**src/rtl/bidir_shadow_counter.sv**
```systemverilog
module bidir_shadow_counter #(
  parameter int WIDTH = 8
) (
  input  logic             clk,
  input  logic             rst,
  input  logic             load_en,
  input  logic [WIDTH-1:0] load_val,
  input  logic             cnt_en,
  input  logic             dn_sel,
  output logic [WIDTH-1:0] count,
  output logic             term_flag
);

  localparam logic [WIDTH-1:0] ALL_ONES = {WIDTH{1'b1}};

  logic [WIDTH-1:0] shadow_q;
  logic [WIDTH-1:0] stepped;
  logic             shadow_ok;
  logic             last_dn;
  logic             reverse;

  assign reverse   = shadow_ok && (dn_sel != last_dn);
  assign stepped   = dn_sel ? count - 1'b1 : count + 1'b1;
  assign term_flag = dn_sel ? (count == '0) : (count == ALL_ONES);

  always_ff @(posedge clk) begin
    if (rst) begin
      count     <= '0;
      shadow_q  <= '0;
      shadow_ok <= 1'b0;
      last_dn   <= 1'b0;
    end else if (load_en) begin
      count     <= load_val;
      shadow_ok <= 1'b0;
    end else if (cnt_en) begin
      count     <= reverse ? shadow_q : stepped;
      shadow_q  <= count;
      shadow_ok <= 1'b1;
      last_dn   <= dn_sel;
    end
  end

endmodule


```
**config.mk**
```make
export PLATFORM = sky130hd
export DESIGN_NAME = bidir_shadow_counter
export DESIGN_NICKNAME = d
export VERILOG_FILES = /design/src/rtl/bidir_shadow_counter.sv
export SDC_FILE = /design/constraint.sdc
export NUM_CORES = 1
export LEC_CHECK = 0
export BUFFER_PORTS_ARGS = -buffer_cell sky130_fd_sc_hd__buf_2
export CORE_UTILIZATION = 54
export DETAILED_ROUTE_END_ITERATION = 6
export HOLD_SLACK_MARGIN = 0.03
export PLACE_DENSITY = 0.78
export SLEW_MARGIN = 10
export SYNTH_ARGS = -nofsm -noshare
export SYNTH_HDL_FRONTEND = slang
export SYNTH_SLANG_ARGS = --single-unit
export TNS_END_PERCENT = 1
```
**constraint.sdc**
```tcl
create_clock -name clk -period 2.5 [get_ports clk]
set_input_delay 0.25 -clock clk [delete_from_list [all_inputs] [get_ports clk]]
set_output_delay 0.25 -clock clk [all_outputs]
set_load 0.03 [all_outputs]
```
==> Word-level counts from Yosys, hierarchy flattened <==
Cells that the tools add are included.
{ "word_totals": {"ff_bits": 18, "latchBits": 0, "ram_bits": 0, "mem_bits_ro": 0, "output_inout_bits": 9, "memories": 0} }
{ "op_classes": {"addsub": 2, "n_mul": 0, "n_div": 0, "magnitude_cmp": 0, "eq_ne": 2, "shift": 0, "mux": 5, "n_bitwise": 1, "reduce_logical": 5} }
{ "ops": {"columns": ["cell", "count"], "rows": [
  ["two-way mux 8 bit", 4],
  ["adder 8 x 1 -> 8 bit (second input constant)", 1],
  ["== test 8 bit (second input constant)", 1],
  ["zero test 8 bit", 1],
  ["subtractor 8 x 1 -> 8 bit (second input constant)", 1],
  ["AND reduction 2 bit", 1],
  ["nonzero test 2 bit", 1],
  ["OR reduction 2 bit", 1],
  ["logical AND 1 bit", 1],
  ["two-way mux 1 bit", 1],
  ["!= test 1 bit", 1],
  ["inverter 1 bit", 1]
]} }

==> Longest topological paths before layout <==
{ "depth": {"depth_word": 5, "depth_mapped": 7, "ltp_nobuf": 7} }

==> Worst setup path after synthesis <==
No wires, ideal clock.
{ "synth_path": {"kind": "flip-flop to flip-flop", "start": "register count[1]", "end": "register count[7]", "setup_time_ps": 79, "arrival_ps": 1965, "slack_ps": 456, "path_stages_with_launch": 7, "synth_period_minus_slack_ps": 2044, "cell_sequence": "dfxtp_1 ha_1 a21oi_2 nor2b_1 a311o_1 a311o_1 a211oi_2"} }
{ "synth_between": {"elab_chain_cells": 5, "elab_cells_between_ends": 6, "cone_classes": "add/sub (2); mux (4)"} }
{ "synth_lines": {"columns": ["element", "line", "source"], "rows": [
  ["start: declaration", "10", "output logic [WIDTH-1:0] count,"],
  ["start signal: assignment", "33", "count <= load_val;"],
  ["start signal: assignment", "36", "count <= reverse ? shadow_q : stepped;"],
  ["adder 8 x 1 -> 8 bit or subtractor 8 x 1 -> 8 bit (tied branches)", "23", "assign stepped = dn_sel ? count - 1'b1 : count + 1'b1;"],
  ["two-way mux 8 bit (*)", "23", null],
  ["two-way mux 8 bit (*)", "36", null],
  ["two-way mux 8 bit (*)", "35", "end else if (cnt_en) begin"],
  ["two-way mux 8 bit (*)", "32", "end else if (load_en) begin"]
]} }
Every way passes the cells marked *; elsewhere a longest branch is shown, timed or not. The select of a mux whose other input is x is not followed.
A chain may end at the register's enable or synchronous reset.

==> Worst setup path after layout <==
{ "layout_path": {"start": "register count[0]", "end": "register count[6]"} }
The elaborated chain is that of the path after synthesis.

==> Implementation_results.wiki <==
{| class="wikitable"
! Metric !! Value
|-
| Result of the run || complete, no violations
|-
| Share of synthesized cell area in full adder, half adder and majority cells || 0.0838
|-
| Kind of critical path || register to register
|-
| Final wirelength || approximately 2900 um
|-
| Number of setup violations in the final report || 0
|-
| Worst reg2reg startpoint || count[0]$_SDFFE_PP0P_
|-
| Hold Fails Final Rpt || 0
|-
| Pin count of the biggest net entering global routing || 20
|-
| Count of routing violations after the opening detailed-route iteration || 44
|-
| Total of hold buffers inserted after clock tree synthesis || 0
|-
| Routed length per placed instance || between 15 and 20 um
|-
| Largest cells by area after synthesis || sky130_fd_sc_hd__dfxtp_1 (32%), sky130_fd_sc_hd__nand2_1 (8.9%), sky130_fd_sc_hd__a21oi_1 (7.9%)
|-
| XOR/XNOR share of the synthesized area || 0.0386
|-
| Slew headroom || 0.526
|-
| Number of buffers inserted during clock tree synthesis || 3
|-
| Synth-to-Final Area Change || 11.2%
|-
| Worst path slowest cell || sky130_fd_sc_hd__dfxtp_1
|-
| Power per unit of standard cell area || 541 mW/mm2
|-
| Hold path cells || 3
|-
| Library cells used by synthesis || around 40
|-
| Hold Crit Class || input pin to register
|-
| Start point of the worst min-delay path || load_val[1]
|-
| Internal reg-to-reg setup slack || ~0.47 ns
|-
| Buffers on Ports || 21
|-
| Via count of the first global-routing pass || 993
|-
| Synthesized cell area || around 0.0011 mm2
|-
| Critical path startpoint category || register
|-
| End point of the worst hold path || count[1]$_SDFFE_PP0P_
|-
| RSZ-0062 raised after global routing || false
|-
| Highest routed layer || met4
|-
| Async set-or-reset flop fraction in the synthesized netlist || 0
|-
| Max Buffers Root-to-Sink || 2
|-
| Period Utilization, post-route || 0.811
|-
| Post CTS Setup Buffer Count || 0
|-
| Later-pin clock latency in the skew report || 0.29 ns
|-
| Max-slew violation total from the final report || 0
|-
| Final Net Count || 186
|-
| Critical Path Fanout Max || 7
|-
| Mux share of post-synthesis cell area || 0
|-
| Placer's final routability congestion estimate || 0.870
|-
| Final critical delay including setup and external delays || 2.03 ns
|-
| Die Y-Extent || 47.8 um
|-
| Leak || about 0.00053 uW
|-
| Final Worst Setup Slack || between 0.4 and 0.5 ns
|-
| Average via count per standard cell || a little over 6
|-
| Post-route clock skew || 0.00279 ns
|-
| Compound-gate portion of the synthesized area || 0.269
|-
| FF-to-FF path depth || 7
|-
| Number of antenna violations at the first check in global routing || 0
|-
| Yosys warning count || 0
|-
| Worst reg2reg path endpoint || count[6]$_SDFFE_PP0P_
|-
| GRT Resource Usage Total || 0.280
|-
| First-pass iteration count of the detailed router || 6
|-
| Horizontal die dimension || 47.8 um
|-
| I/O pin total || 22
|-
| Area share of the largest cell type after synthesis || 0.318
|-
| Mapped Cells || between 100 and 150
|-
| Reg clk slew, reported paths || 0.10 ns
|-
| Placeable core region || about 0.0020 mm2
|-
| Half-perimeter wire length after placement || 2060 um
|-
| Cell taking the most area after synthesis || sky130_fd_sc_hd__dfxtp_1
|-
| Total die area || 0.00229 mm2
|-
| Prevailing post-synth register cell || sky130_fd_sc_hd__dfxtp_1
|-
| Effective utilization at floorplan || 0.578
|-
| Synthesized area per cell || 7.67 um2
|-
| Least-Margin Pin Slew || 0.709 ns
|-
| Setup slack after placement || approximately 0.44 ns
|-
| List of cells traversed by the critical path || inv_1 > fa_1 > nor2b_1 > o221ai_1 > a21oi_1 > xor2_1 > a22o_1
|-
| Worst setup EP type || register
|-
| Simple-Gate Fraction of Synth Area || 0.235
|-
| TritonCTS clock tree || built
|-
| CTS sink count || 18
|-
| H-tree depth || 1
|-
| Setup TNS || 0 ns
|-
| Gates resized, CTS repair || 0
|-
| Largest voltage drop on the vdd net || 0.000319 V
|-
| Library cell used as clock root buffer || sky130_fd_sc_hd__clkbuf_4
|-
| Ant. Diodes || 0
|-
| Total via count after detailed routing || 1162
|-
| Count of flip-flops with a built-in enable after synthesis || 0
|-
| Remaining global-route overflow || 0
|-
| Remaining number of nets flagged by the antenna check after routing || 0
|-
| Dominant combinational cell family by area after synthesis || compound AO/OA/AOI/OAI gates
|-
| Length of routed met3 wiring || ~200 um
|-
| Met1 wire length || between 1000 and 1500 um
|-
| Routed length on met2 || ~1400 um
|-
| Max-cap check violation count || 0
|-
| Net count after synthesis || 168
|-
| Fraction of final layout cells with drive strength greater than 1 || 0.171
|-
| Delay of the slowest cell on the worst path || 0.47 ns
|-
| DRC Markers || 0
|-
| Placement Rows || 16
|-
| Number of storage elements in the synthesis netlist || 18
|-
| Sequential-to-total area share from yosys stat || 0.318
|-
| Achievable clock frequency || 0.493 GHz
|-
| Wire length of the first global-routing pass || roughly 4300 um
|-
| Worst path required time || 2.69 ns
|-
| CP arrival || 2.22 ns
|}
layout by cell type, fill, tap and decap left out, drive strengths merged, types with 2 or more instances in the layout:
master and instances:
a21o 2, a21oi 19, a311o 2, buf 21, clkbuf 3, dfxtp 18
ha 6, inv 8, nand2 27, nand2b 2, nand3 6, nor2 7
nor2b 5, nor3 2, nor3b 2, o211ai 2, o21ai 4, o22ai 3
o311a 2, xnor2 2, xor2 3
metal layers:
layer | vias to the layer above | global-route usage
met5 | - | 0
met4 | 0 | 0.156
met3 | 4 | 0.0453
met2 | 50 | 0.419
met1 | 544 | 0.379
li1 | 564 | -
sequential cells by signal, summed over array words and instances, names as in the netlist:
signal     cells
count          8
shadow_q       8
shadow_ok      1
last_dn        1
where the power goes:
group | internal (uW) | total, uW | switching (uW)
Sequential | 305 | 329 | 24.2
Combinational | 83.2 | 211 | 127
Clock | 56.1 | 143 | 86.9
final cells by class:
class / count / area, um2
Timing Repair Buffer: 21 / 105
Clock buffer: 3 / 22.5
Inverter: 8 / 30.0
Tap cell: 27 / 33.8
Sequential cell: 18 / 360
Multi-Input combinational cell: 114 / 711
Fill cell: 195 / 699
logic make-up (layout without fill, tap and decap cells):
family	count (synthesis)	in the layout
and+or+nand+nor	57	57
xor gates and xnor gates	5	5
AOI/OAI and AO/OA	45	45
adders and majority gates	7	7
DFF	18	18
buffers and inverters	16	32
worst max-delay path, delay by kind of cell (launching register included):
family / cells / cell delay [ns]
AOI/OAI and AO/OA: 3 / 0.58
DFF: 1 / 0.47
adders and majority gates: 1 / 0.42
and+or+nand+nor: 1 / 0.25
buffers and inverters: 1 / 0.13
xor gates and xnor gates: 1 / 0.08
worst max path at each step:
stage	start	endpoint	slack, ns	cells past startpoint
after floorplan	count[1]$_SDFFE_PP0P_	count[7]$_SDFFE_PP0P_	0.46	6
after global placement	dn_sel	count[7]$_SDFFE_PP0P_	0.52	7
after detailed placement	dn_sel	count[7]$_SDFFE_PP0P_	0.44	7
after CTS	count[3]$_SDFFE_PP0P_	count[7]$_SDFFE_PP0P_	0.50	6
after global routing	count[0]$_SDFFE_PP0P_	count[6]$_SDFFE_PP0P_	0.35	7
final	count[0]$_SDFFE_PP0P_	count[6]$_SDFFE_PP0P_	0.47	7
per-stage QoR:
step | area, um2 | util | instances | power (uW) | hold WS (ns)
floorplan | 1130 | - | 148 | 488 | 0.386
global placement | 1240 | 0.632 | 188 | 535 | 0.444
detailed placement | 1240 | 0.632 | 188 | 543 | 0.451
CTS | 1260 | 0.643 | 191 | 685 | 0.214
global route | 1260 | 0.643 | 191 | 725 | 0.222
finish | 1260 | 0.643 | 191 | 683 | 0.215
cell usage after synthesis (2+ instances only):
cell and number:
sky130_fd_sc_hd__dfxtp_1 18, sky130_fd_sc_hd__clkbuf_1 7, sky130_fd_sc_hd__inv_1 6, sky130_fd_sc_hd__xor2_1 3, sky130_fd_sc_hd__nor2b_1 5, sky130_fd_sc_hd__nand2b_1 2, sky130_fd_sc_hd__xnor2_1 2, sky130_fd_sc_hd__o211ai_1 2
sky130_fd_sc_hd__o21ai_0 4, sky130_fd_sc_hd__a21oi_1 18, sky130_fd_sc_hd__nor3b_1 2, sky130_fd_sc_hd__a311o_1 2, sky130_fd_sc_hd__a21o_1 2, sky130_fd_sc_hd__nor2_1 7, sky130_fd_sc_hd__nand2_1 27, sky130_fd_sc_hd__o311a_1 2
sky130_fd_sc_hd__ha_1 6, sky130_fd_sc_hd__o22ai_1 3, sky130_fd_sc_hd__nor3_1 2, sky130_fd_sc_hd__inv_2 2, sky130_fd_sc_hd__nand3_1 6
No activity file was read; power rests on OpenSTA's default activity.
